[src/rtl/acc12_pkg.sv]
package acc12_pkg;

   localparam int unsigned OPC_W = 3;

   typedef enum logic [OPC_W-1:0] {
      OP_LOAD  = 3'b000,
      OP_NOR   = 3'b001,
      OP_ADD   = 3'b010,
      OP_SHR   = 3'b011,
      OP_LEA   = 3'b100,
      OP_STORE = 3'b101,
      OP_JUMP  = 3'b110,
      OP_JCLR  = 3'b111
   } opcode_t;

   typedef enum logic [2:0] {
      ST_FETCH  = 3'd0,
      ST_DECODE = 3'd1,
      ST_INDIR  = 3'd2,
      ST_EXEC   = 3'd3,
      ST_DATA   = 3'd4
   } cstate_t;

   function automatic logic op_reads_data(opcode_t op);
      return (op == OP_LOAD) || (op == OP_NOR) || (op == OP_ADD) || (op == OP_SHR);
   endfunction

endpackage

[src/rtl/acc12_ea.sv]
module acc12_ea #(
   parameter int unsigned WORD_W = 12,
   parameter int unsigned OPND_W = 7
) (
   input  logic [WORD_W-OPND_W-1:0] pc_page,
   input  logic [OPND_W-1:0]        operand,
   input  logic                     zpage,
   output logic [WORD_W-1:0]        direct_addr
);
   localparam int unsigned PAGE_W = WORD_W - OPND_W;

   generate
      if (PAGE_W == 0) begin : g_bad
         $error("acc12_ea: operand must be narrower than the word");
      end
   endgenerate

   always_comb begin
      if (zpage) direct_addr = {{PAGE_W{1'b0}}, operand};
      else       direct_addr = {pc_page, operand};
   end
endmodule

[src/rtl/acc12_alu.sv]
module acc12_alu
   import acc12_pkg::*;
#(
   parameter int unsigned WORD_W     = 12,
   parameter bit          RIPPLE_ADD = 1'b0
) (
   input  opcode_t           op,
   input  logic [WORD_W-1:0] acc,
   input  logic [WORD_W-1:0] mdata,
   output logic [WORD_W-1:0] result,
   output logic              flag_out
);
   logic [WORD_W-1:0] sum;
   logic              carry;

   generate
      if (RIPPLE_ADD) begin : g_ripple
         logic [WORD_W:0] c;
         assign c[0] = 1'b0;
         for (genvar i = 0; i < WORD_W; i++) begin : g_bit
            assign sum[i]   = acc[i] ^ mdata[i] ^ c[i];
            assign c[i+1]   = (acc[i] & mdata[i]) | (c[i] & (acc[i] ^ mdata[i]));
         end
         assign carry = c[WORD_W];
      end else begin : g_fast
         assign {carry, sum} = {1'b0, acc} + {1'b0, mdata};
      end
   endgenerate

   always_comb begin
      result   = mdata;
      flag_out = 1'b0;
      unique case (op)
         OP_LOAD: begin
            result   = mdata;
            flag_out = (mdata == '0);
         end
         OP_NOR: begin
            result   = ~(acc | mdata);
            flag_out = ((acc | mdata) == {WORD_W{1'b1}});
         end
         OP_ADD: begin
            result   = sum;
            flag_out = carry;
         end
         OP_SHR: begin
            result   = {1'b0, mdata[WORD_W-1:1]};
            flag_out = mdata[0];
         end
         default: begin
            result   = mdata;
            flag_out = 1'b0;
         end
      endcase
   end

   always_comb begin
      if (op == OP_NOR) assert ((result == '0) == flag_out)
         else $error("p_nor_zero_r4: zero flag disagrees with result");
   end
endmodule

[src/rtl/acc12_seq.sv]
module acc12_seq
   import acc12_pkg::*;
(
   input  logic    clk,
   input  logic    rst,
   input  opcode_t op,
   input  logic    deref,
   output cstate_t state
);
   cstate_t nxt;

   always_comb begin
      nxt = state;
      unique case (state)
         ST_FETCH:  nxt = ST_DECODE;
         ST_DECODE: nxt = deref ? ST_INDIR : ST_EXEC;
         ST_INDIR:  nxt = ST_EXEC;
         ST_EXEC:   nxt = op_reads_data(op) ? ST_DATA : ST_FETCH;
         ST_DATA:   nxt = ST_FETCH;
         default:   nxt = ST_FETCH;
      endcase
   end

   always_ff @(posedge clk) begin
      if (rst) state <= ST_FETCH;
      else     state <= nxt;
   end

   p_fetch_then_decode_r13: assert property (@(posedge clk) disable iff (rst)
      state == ST_FETCH |=> state == ST_DECODE);
   p_indir_then_exec_r11: assert property (@(posedge clk) disable iff (rst)
      state == ST_INDIR |=> state == ST_EXEC);
endmodule

[src/rtl/acc12_core.sv]
module acc12_core
   import acc12_pkg::*;
#(
   parameter int unsigned WORD_W     = 12,
   parameter int unsigned OPND_W     = 7,
   parameter bit          RIPPLE_ADD = 1'b0
) (
   input  logic              clk,
   input  logic              rst,
   output logic [WORD_W-1:0] mem_addr,
   output logic [WORD_W-1:0] mem_wdata,
   output logic              mem_we,
   input  logic [WORD_W-1:0] mem_rdata
);
   localparam int unsigned PAGE_W  = WORD_W - OPND_W;
   localparam int unsigned DEREF_B = OPND_W + 1;
   localparam int unsigned ZPAGE_B = OPND_W;

   generate
      if (WORD_W != OPC_W + 2 + OPND_W) begin : g_bad_fields
         $error("acc12_core: word must hold opcode, two mode bits and operand");
      end
   endgenerate

   cstate_t           state;
   logic [WORD_W-1:0] pc_q, acc_q, ir_q, ea_q;
   logic              flag_q;
   logic [WORD_W-1:0] instr, direct_addr, alu_res;
   logic              alu_flag;
   opcode_t           cur_op;
   logic              cur_deref, cur_zpage;
   logic [WORD_W-1:0] pc_inc;

   // Instruction word: taken straight from memory in decode, held afterwards
   assign instr     = (state == ST_DECODE) ? mem_rdata : ir_q;
   assign cur_op    = opcode_t'(instr[WORD_W-1 -: OPC_W]);
   assign cur_deref = instr[DEREF_B];
   assign cur_zpage = instr[ZPAGE_B];
   assign pc_inc    = pc_q + 1'b1;

   acc12_seq u_seq (
      .clk   (clk),
      .rst   (rst),
      .op    (cur_op),
      .deref (cur_deref),
      .state (state)
   );

   acc12_ea #(.WORD_W(WORD_W), .OPND_W(OPND_W)) u_ea (
      .pc_page     (pc_q[WORD_W-1 -: PAGE_W]),
      .operand     (instr[OPND_W-1:0]),
      .zpage       (cur_zpage),
      .direct_addr (direct_addr)
   );

   acc12_alu #(.WORD_W(WORD_W), .RIPPLE_ADD(RIPPLE_ADD)) u_alu (
      .op       (cur_op),
      .acc      (acc_q),
      .mdata    (mem_rdata),
      .result   (alu_res),
      .flag_out (alu_flag)
   );

   // Memory port
   always_comb begin
      unique case (state)
         ST_FETCH:         mem_addr = pc_q;
         ST_DECODE:        mem_addr = direct_addr;
         ST_EXEC, ST_DATA: mem_addr = ea_q;
         default:          mem_addr = pc_q;
      endcase
   end
   assign mem_we    = (state == ST_EXEC) && (cur_op == OP_STORE);
   assign mem_wdata = acc_q;

   // Instruction and effective-address registers
   always_ff @(posedge clk) begin
      if (rst) begin
         ir_q <= '0;
         ea_q <= '0;
      end else begin
         if (state == ST_DECODE) begin
            ir_q <= mem_rdata;
            ea_q <= direct_addr;
         end
         if (state == ST_INDIR) ea_q <= mem_rdata;
      end
   end

   // Architectural state: page of the current instruction kept until it retires
   always_ff @(posedge clk) begin
      if (rst) begin
         pc_q   <= '0;
         acc_q  <= '0;
         flag_q <= 1'b0;
      end else if (state == ST_EXEC) begin
         unique case (cur_op)
            OP_LEA: begin
               acc_q <= ea_q;
               pc_q  <= pc_inc;
            end
            OP_STORE: pc_q <= pc_inc;
            OP_JUMP:  pc_q <= ea_q;
            OP_JCLR:  pc_q <= flag_q ? pc_inc : ea_q;
            default:  ;
         endcase
      end else if (state == ST_DATA) begin
         acc_q  <= alu_res;
         flag_q <= alu_flag;
         pc_q   <= pc_inc;
      end
   end

   p_reset_state_r1: assert property (@(posedge clk) disable iff (rst)
      $fell(rst) |-> (pc_q == '0 && acc_q == '0 && !flag_q && state == ST_FETCH));
   p_next_addr_r2: assert property (@(posedge clk) disable iff (rst)
      state == ST_DATA |=> pc_q == $past(pc_q) + 1'b1);
   p_lea_flag_r7: assert property (@(posedge clk) disable iff (rst)
      (state == ST_EXEC && cur_op == OP_LEA) |=> $stable(flag_q));
   p_store_hold_r8: assert property (@(posedge clk) disable iff (rst)
      mem_we |=> ($stable(acc_q) && $stable(flag_q)));
   p_jclr_skip_r10: assert property (@(posedge clk) disable iff (rst)
      (state == ST_EXEC && cur_op == OP_JCLR && flag_q) |=> (pc_q == $past(pc_q) + 1'b1 && flag_q));
   p_strobe_single_r13: assert property (@(posedge clk) disable iff (rst)
      mem_we |=> (!mem_we && state == ST_FETCH));
endmodule

[config.mk]
export PLATFORM = sky130hd
export DESIGN_NAME = acc12_core
export DESIGN_NICKNAME = d
export VERILOG_FILES = /design/src/rtl/acc12_pkg.sv /design/src/rtl/acc12_ea.sv /design/src/rtl/acc12_alu.sv /design/src/rtl/acc12_seq.sv /design/src/rtl/acc12_core.sv
export SDC_FILE = /design/constraint.sdc
export NUM_CORES = 1
export LEC_CHECK = 0
export CORE_ASPECT_RATIO = 1.5
export CORE_UTILIZATION = 35
export DETAILED_ROUTE_END_ITERATION = 8
export SLEW_MARGIN = 30
export SYNTH_ARGS = -nofsm -noshare
export SYNTH_HDL_FRONTEND = slang
export SYNTH_SLANG_ARGS = --single-unit
[constraint.sdc]
create_clock -name clk -period 2.15 [get_ports clk]
set_clock_uncertainty 0.15 [all_clocks]
set_input_delay 0.3225 -clock clk [delete_from_list [all_inputs] [get_ports clk]]
set_output_delay 0.3225 -clock clk [all_outputs]
set_load 0.05 [all_outputs]
== Yosys cells after proc, flatten, opt, wreduce, memory -nomap -nowiden ==
Index checks and enable logic that the tools add are counted.

* Bits of input ports: 14
* Memories kept: 0
* Bits in latches: 0
* Word-level logic and storage cells: 56
* Bits in read-only memories: 0
* Memory bits (writable): 0
* Output and inout bits: 25
* Bits in registers: 52

* Eq/ne operators: 14
* Multipliers: 0
* Div/mod/pow operators: 0
* Mux-type cells: 17
* Bitwise operators: 3
* $add $sub $neg: 2
* Shifts and indexed selects: 0
* Order comparisons: 0
* Reductions and logical operators: 14

{| class="wikitable"
|+ Operator list
! cell !! count
|-
| 2-to-1 mux 12 bit || 10
|-
| case mux 12 bit (3 select lines) || 2
|-
| case mux 12 bit (2 select lines) || 1
|-
| equality test 3 bit (second input constant) || 5
|-
| adder 12 x 12 -> 13 bit || 1
|-
| adder 12 x 1 -> 12 bit (second input constant) || 1
|-
| equality test 12 bit (second input constant) || 1
|-
| equality test 3 x 2 -> 1 bit (second input constant) || 4
|-
| logical NOT 12 bit || 1
|-
| NOT 12 bit || 1
|-
| OR 12 bit || 1
|-
| case mux 3 bit (4 select lines) || 1
|-
| equality test 3 x 1 -> 1 bit (second input constant) || 2
|-
| logical NOT 3 bit || 2
|-
| AND reduction 2 bit || 3
|-
| != test 4 x 2 -> 1 bit (second input constant) || 1
|-
| case mux 1 bit (4 select lines) || 1
|-
| nonzero test 2 bit || 2
|-
| OR reduction 2 bit || 2
|-
| logical OR 1 bit || 3
|-
| 2-to-1 mux 3 bit || 1
|-
| != test 2 x 1 -> 1 bit (second input constant) || 1
|-
| logical AND 1 bit || 1
|-
| 2-to-1 mux 1 bit || 1
|-
| NOT 1 bit || 1
|}

== Depth between registers and ports, before layout ==
Gate-level depths: netlist of the first run.

* Depth in word-level cells: 8
* Gate-level depth with buffers: 9
* Depth with buffers taken out: 9

== By module ==
From an unflattened synthesis of the first run, not the netlist that was laid out.

* Cells, all modules: 491
* Area, all modules: 3908.7 um^2

{| class="wikitable"
|+ Modules (own cells, without submodules)
! module !! cells an instance !! sequential area each (um^2) !! area an instance (um^2) !! instances
|-
| acc12_core || 283 || 980.9 || 2446.1 || 1
|-
| acc12_alu || 187 || 0.0 || 1266.2 || 1
|-
| acc12_seq || 9 || 60.1 || 112.6 || 1
|-
| acc12_ea || 12 || 0.0 || 83.8 || 1
|}

== Worst setup path before layout of the first run ==
OpenSTA, ideal clock, no wires.

* Path type: flip-flop to output port
* Start point: register u_seq.state[2]
* End point: output mem_we
* Path buffers: 2
* Path slack: -0.552 ns
* Arrival: 2.229 ns
* Required time: 1.678 ns
* Stages on the path, launching flop included: 5
* Cells stage by stage: dfxtp_1 > buf_2 > nand3b_1 > clkbuf_1 > nor4_1

* Longest elaborated chain between the ends: 4
* Elaborated cells on any way between the ends: 5
* Classes of those cells: eq/ne (3); mux (1); reduce/logical (1)

{| class="wikitable"
|+ Ends and longest elaborated chain
! what !! RTL line !! text
|-
| start, declared || acc12_seq.sv:8 || <nowiki>output cstate_t state</nowiki>
|-
| start signal, assigned || acc12_seq.sv:26 || <nowiki>else state <= nxt;</nowiki>
|-
| equality test 3 x 1 -> 1 bit || acc12_core.sv:35 || <nowiki>assign instr = (state == ST_DECODE) ? mem_rdata : ir_q;</nowiki>
|-
| 2-to-1 mux 12 bit || - ||
|-
| equality test 3 bit || acc12_core.sv:73 || <nowiki>assign mem_we = (state == ST_EXEC) && (cur_op == OP_STORE);</nowiki>
|-
| logical AND 1 bit * || acc12_core.sv:73 ||
|-
| end, declared || acc12_core.sv:12 || <nowiki>output logic mem_we,</nowiki>
|}

Every way passes the cells marked *; elsewhere a longest branch is shown, timed or not.

== Worst setup path in the final report of the first run ==
* Start point: register u_seq.state[1]
* End point: output mem_addr[11]

* Longest elaborated chain between the ends: 4
* Elaborated cells on any way between the ends: 7
* Classes of those cells: eq/ne (3); mux (3); reduce/logical (1)

{| class="wikitable"
|+ Ends and longest elaborated chain
! what !! RTL line !! text
|-
| equality test 3 x 1 -> 1 bit || acc12_core.sv:35, acc12_core.sv:66 ||
|-
| 2-to-1 mux 12 bit || - ||
|-
| 2-to-1 mux 12 bit || acc12_ea.sv:19 || <nowiki>if (zpage) direct_addr = {{PAGE_W{1'b0}}, operand};</nowiki>
|-
| case mux 12 bit (2 select lines) * || acc12_core.sv:66 || <nowiki>unique case (state)</nowiki>
|-
| end, declared || acc12_core.sv:10 || <nowiki>output logic [WORD_W-1:0] mem_addr,</nowiki>
|}

Marked as above.

==> impl_metrics.ini, run 1 <==
[timing]
report.final.slew_viol_count = 0
rsz0062_at_grt = true
min_period_ns = 2.41
setup_viol = 34
achievable-frequency_mhz = 416
hold_violations = 0
slew_headroom = 0.423
worstMarginPinSlew_ns = 0.863
fin_crit_sh = 1.12
worst_slack_ns = -0.257

[global_routing]
grt_overflow_total = 0
grt_usage = 0.244
first_global_vias = 4043
grt_max_degree = 26
antenna_found_initial = 0
grt_first_pass_wirelength_um = 20300

[drt]
ant_nets = 0
post_drt_wl_per_cell_um = 18.7
vias_per_cell = 5.87
vias = 4263
drc = 0
drt_iter0_drc = 336
wl_um = 13600
drtPass1Iterations = 5

[power]
peakVddDrop_v = 0.000331
p_leak_nw = 2.34
cellPowerDensity_mw_per_mm2 = 485

[worst_setup_path]
ff2ff_path_depth = 7
cp-start-kind = flop
end_kind = primary output
cp_max_fo = 6
cp.required_ns = 1.68
worstReg2RegStart = u_seq.state[1]$_SDFF_PP0_
regToRegSetupSlack_ns = -0.14
timing.rr.end = flag_q$_SDFFE_PP0P_
cp.arrival_ns = 1.93
critPathKind = reg -> out

[synth]
synth_top_cell_by_area = dfxtp_1
seq_area_frac_synth = 0.246
synth_warnings = 0
syn_area_per_cell_sq_um = 7.27
yosysUniqueCellTypes = 60
synth_ff_type = dfxtp_1
yosysMostFrequentCell = nand2_1
synth_top_area_share = 0.246
synthCells = 481
synth_nets = 521
synth_area_leaders = dfxtp_1 25%, ha_1 8.9%, nand2_1 7.3%, o21ai_0 7.0%, a21oi_1 6.6%
syn_area_sq_mm = 0.00350
synthTopCellsByCount = 68 x nand2_1, 49 x o21ai_0, 46 x a21oi_1
async_flop_share = 0
synth-seq-cells = 43
synth-edff-count = 0

[floorplan]
start_util = 0.361
dieWidth_um = 83.6
io_pins = 39
core_area_sq_mm = 0.00969
die-area_sq_mm = 0.0104
num_rows = 44
die_y_um = 124

[clock_network]
cts-htree-levels = 2
clockBufferDepth = 2
ctsHoldBuffers = 0
worstSkewPairLatency_ns = 0.29
path_clk_slew_ns = 0.07
ctsRootBufferMaster = clkbuf_16
cts_buffers = 5
tritoncts = built
clock_sinks = 43

[worst_hold_path]
hold_path.startpoint = mem_rdata[4]
hold_depth = 4
hold_end = ea_q[4]$_SDFFE_PP0P_
hp-class = in -> reg

[status]
violations = setup timing
status = complete, but fails checks

[placement]
place.gp.congestion = 0.937
dpl.hpwl_um = 9710
dpl_cell_area_sq_mm = 0.00485
io_buffers = 38

[layout]
area_growth_pct = 62.6
fin_util = 0.587
drive_gt1_frac = 0.383
fin_area_sq_mm = 0.00569
antenna_cells = 0
final_nets = 650

[job]
drv_cap = 0
## critical path: stages, from the launching register on
cell	delay, ns
dfxtp_2	0.32
buf_6	0.11
buf_4	0.15
nor3b_4	0.33
nor2_4	0.06
or2_4	0.28
a22o_4	0.24
buf_8	0.15
## cells by family after synthesis
family,Yosys count,synth area share
muxes,3,0.0161
buffers and inverters,60,0.0705
DFF,43,0.246
AOI/OAI and AO/OA,167,0.303
xor gates and xnor gates,7,0.0175
and+or+nand+nor,175,0.252
adders and majority gates,26,0.0952
## per-stage QoR
step | hold WS (ns) | TNS [ns] | total power [mW] | instances | worst slack [ns]
finish | 0.334 | -3.51 | 2.76 | 726 | -0.257
detailed placement | 0.327 | -6.21 | 1.70 | 699 | -0.589
floorplan | 0.301 | -0.0445 | 1.32 | 481 | -0.0445
global route | 0.363 | -6.11 | 2.87 | 726 | -0.310
CTS | 0.336 | -2.21 | 2.65 | 712 | -0.276
global placement | 0.318 | -5.79 | 1.69 | 699 | -0.581
## layout make-up
class	instances	area, sq um
Clock buffer	7	164
Clock inverter	1	8.76
Fill cell	829	4000
Inverter	29	111
Multi-Input combinational cell	378	2880
Sequential cell	43	887
Tap cell	115	144
Timing Repair Buffer	153	1490
## sequential cells by signal, summed over array words and instances (netlist names)
| register | flops |
|---|---|
| u_seq.state | 3 |
| mem_wdata | 12 |
| ea_q | 12 |
| pc_q | 12 |
| ir_q | 3 |
| flag_q | 1 |
## cell usage in the layout, fill, tap and decap left out, types with 6 or more instances in the layout
cell type and n:
nor2_1 22, nand3_1 11, clkbuf_16 8, buf_6 18, clkdlybuf4s50_1 17, nor3_1 10
o21ai_0 28, inv_1 25, a22oi_1 8, a31oi_1 8, ha_4 7, and3_1 6
o211ai_1 7, nand2_1 65, dfxtp_2 9, a21oi_1 40, buf_12 11, buf_4 91
o21ai_2 8, ha_1 16, a22o_4 6, dfxtp_1 30, nand3_2 7, o21ai_1 14
## routing by layer
| metal | vias to the layer above | track usage | wire (um) |
|---|---|---|---|
| li1 | 2006 | - | - |
| met1 | 2021 | 0.278 | 5220 |
| met2 | 179 | 0.432 | 7110 |
| met3 | 57 | 0.0305 | 670 |
| met4 | 0 | 0.138 | 611 |
| met5 | - | 0 | 0 |
## how the worst max path moves through the flow
stage / endpoint / slack, ns / startpoint
global placement: flag_q$_SDFFE_PP0P_ / -0.58 / mem_rdata[0]
detailed placement: flag_q$_SDFFE_PP0P_ / -0.59 / mem_rdata[0]
CTS: mem_addr[11] / -0.28 / u_seq.state[1]$_SDFF_PP0_
finish: mem_addr[11] / -0.26 / u_seq.state[1]$_SDFF_PP0_
global route: mem_addr[11] / -0.31 / u_seq.state[1]$_SDFF_PP0_
floorplan: pc_q[9]$_SDFFE_PP0P_ / -0.04 / u_seq.state[2]$_SDFF_PP0_
## repair_timing
item                                    in CTS  in global routing
gates resized for setup                     47                 79
setup buffers                                7                 12
endpoints found under the setup margin      22                 28
pin swaps                                   22                 38
gates cloned                                 0                  3
## report_power, final
part	internal, mW	switching [mW]	leakage (nW)	total (mW)
sequential	0.828	0.0345	0.356	0.862
combinational	0.452	0.542	1.90	0.994
clock	0.539	0.365	0.0857	0.903
Note: power is estimated with default switching activity, not from simulation.
==> run 2: changes to the inputs <==
--- a/config.mk
+++ b/config.mk
@@ -6,7 +6,8 @@
 export NUM_CORES = 1
 export LEC_CHECK = 0
 export CORE_ASPECT_RATIO = 1.5
-export CORE_UTILIZATION = 35
+export CORE_MARGIN = 1
+export CORE_UTILIZATION = 40
 export DETAILED_ROUTE_END_ITERATION = 8
 export SLEW_MARGIN = 30
 export SYNTH_ARGS = -nofsm -noshare
==> run 2 against run 1 <==
The flow still finishes with violations (setup timing). Worst hold slack improved by 0.0064 ns. Power fell by 1.7%. Final cell count fell by 0.55%. Via count barely moved.
==> impl_metrics.ini, run 2 (synthesized netlist as in run 1, its figures left out) <==
[global_routing]
first_global_vias = 4201
grt_usage = 0.297
grt_overflow_total = 0
antenna_found_initial = 0
grt_first_pass_wirelength_um = 20900
grt_max_degree = 27

[clock_network]
ctsRootBufferMaster = clkbuf_16
clockBufferDepth = 2
ctsHoldBuffers = 0
cts_buffers = 5
tritoncts = built
path_clk_slew_ns = 0.06
cts-htree-levels = 2
clock_sinks = 43
worstSkewPairLatency_ns = 0.30

[placement]
dpl.hpwl_um = 9710
io_buffers = 38
place.gp.congestion = 0.916
dpl_cell_area_sq_mm = 0.00490

[power]
p_leak_nw = 2.33
finalPower_mw = 2.71
peakVddDrop_v = 0.000425
cellPowerDensity_mw_per_mm2 = 477

[timing]
report.final.slew_viol_count = 0
min_period_ns = 2.39
worst_slack_ns = -0.237
worstMarginPinSlew_ns = 0.555
achievable-frequency_mhz = 419
hold_ws_ns = 0.340
slew_headroom = 0.630
hold_violations = 0
fin_setup_tns_ns = -2.01
setup_viol = 17
rsz0062_at_grt = true
fin_crit_sh = 1.11

[drt]
vias_per_cell = 5.90
wl_um = 13300
drc = 0
post_drt_wl_per_cell_um = 18.4
ant_nets = 0
drt_iter0_drc = 319
drtPass1Iterations = 6
vias = 4259

[worst_hold_path]
hp-class = reg -> reg

[status]
violations = setup timing
status = complete, but fails checks

[floorplan]
die_y_um = 116
start_util = 0.413
die-area_sq_mm = 0.00913
dieWidth_um = 78.3
num_rows = 41
core_area_sq_mm = 0.00846
io_pins = 39

[job]
drv_cap = 0

[layout]
antenna_cells = 0
layout_common_cells = 105 x buf_4, 62 x nand2_1, 39 x a21oi_1
final_nets = 654
drive_gt1_frac = 0.416
layout.cells.most_common = buf_4
n_fill_cell = 702
area_growth_pct = 62.6
regArea_sq_um = 887
fin_area_sq_mm = 0.00569
multi_input_area_sq_mm = 0.00293

[worst_setup_path]
cp.required_ns = 1.68
critPathKind = reg -> out
cp_max_fo = 8
end_kind = primary output
cp.arrival_ns = 1.91
cp-start-kind = flop
==> run 2: cell count changes in the layout (fill, tap and decap cells not counted), sizes merged <==
| cell | before | now |
|---|---|---|
| clkbuf | 10 | 8 |
| dlygate4sd2 | 2 | 5 |
| clkdlybuf4s50 | 17 | 15 |
| buf | 126 | 131 |
==> run 2: path summary, 6_finish.rpt <==
path                                                start                   endpoint  slack (ns)  cells after the start
worst max-delay path            u_seq.state[0]$_SDFF_PP0_               mem_addr[11]       -0.24                      7
worst min-delay path                 ea_q[4]$_SDFFE_PP0P_       ea_q[4]$_SDFFE_PP0P_        0.34                      2
worst min register to register       ea_q[4]$_SDFFE_PP0P_       ea_q[4]$_SDFFE_PP0P_        0.34                      2
worst max register to register  u_seq.state[2]$_SDFF_PP0_  mem_wdata[7]$_SDFFE_PP0P_       -0.10                      8
==> run 2: through the flow <==
stage / utilization / cells / setup WS [ns]
final: 0.672 / 722 / -0.237
after global routing: 0.672 / 722 / -0.291
after CTS: 0.624 / 711 / -0.269
after detailed placement: 0.579 / 697 / -0.557
after global placement: 0.579 / 697 / -0.561
after floorplan: - / 481 / -0.0445
==> run 2: routing by layer <==
metal	GRT usage	routed length (um)
met5	0	0
met4	0.181	554
met3	0.0375	695
met2	0.533	6900
met1	0.332	5110
==> run 2: final cells by class <==
| cell class | instances | area share |
|---|---|---|
| repair buffers | 157 | 0.257 |
| well taps | 107 | 0.0235 |
| multi-input cells | 378 | 0.516 |
| flip-flops and latches | 43 | 0.156 |
| clock buffers | 7 | 0.0268 |
| clock inverters | 1 | 0.00110 |
| inverters | 29 | 0.0196 |
==> run 2: worst max-delay path, cell delays in order (launching register included) <==
cell	delay (ns)
dfxtp_2	0.33
buf_6	0.13
or3b_4	0.41
nand2_4	0.07
nor2_2	0.04
or2_4	0.26
a22o_4	0.23
buf_8	0.15
==> run 2: timing repair <==
action / CTS / global route
pin swaps: 13 / 32
buffers inserted: 7 / 10
gates resized for setup: 48 / 81
setup endpoints to repair: 25 / 32
cloned: 0 / 1
hold endpoints to repair: 0 / 0
==> run 2: report_power, final <==
group	switching (mW)	internal, mW
Combinational	0.544	0.460
Sequential	0.0344	0.828
Clock	0.350	0.496
Total	0.929	1.78
==> run 3: changes to the inputs <==
--- a/config.mk
+++ b/config.mk
@@ -9,7 +9,7 @@
 export CORE_MARGIN = 1
 export CORE_UTILIZATION = 40
 export DETAILED_ROUTE_END_ITERATION = 8
-export SLEW_MARGIN = 30
+export SLEW_MARGIN = 20
 export SYNTH_ARGS = -nofsm -noshare
 export SYNTH_HDL_FRONTEND = slang
 export SYNTH_SLANG_ARGS = --single-unit
==> results of run 3 <==
The final DEF is identical to that of run 2; final timing and power are the same.
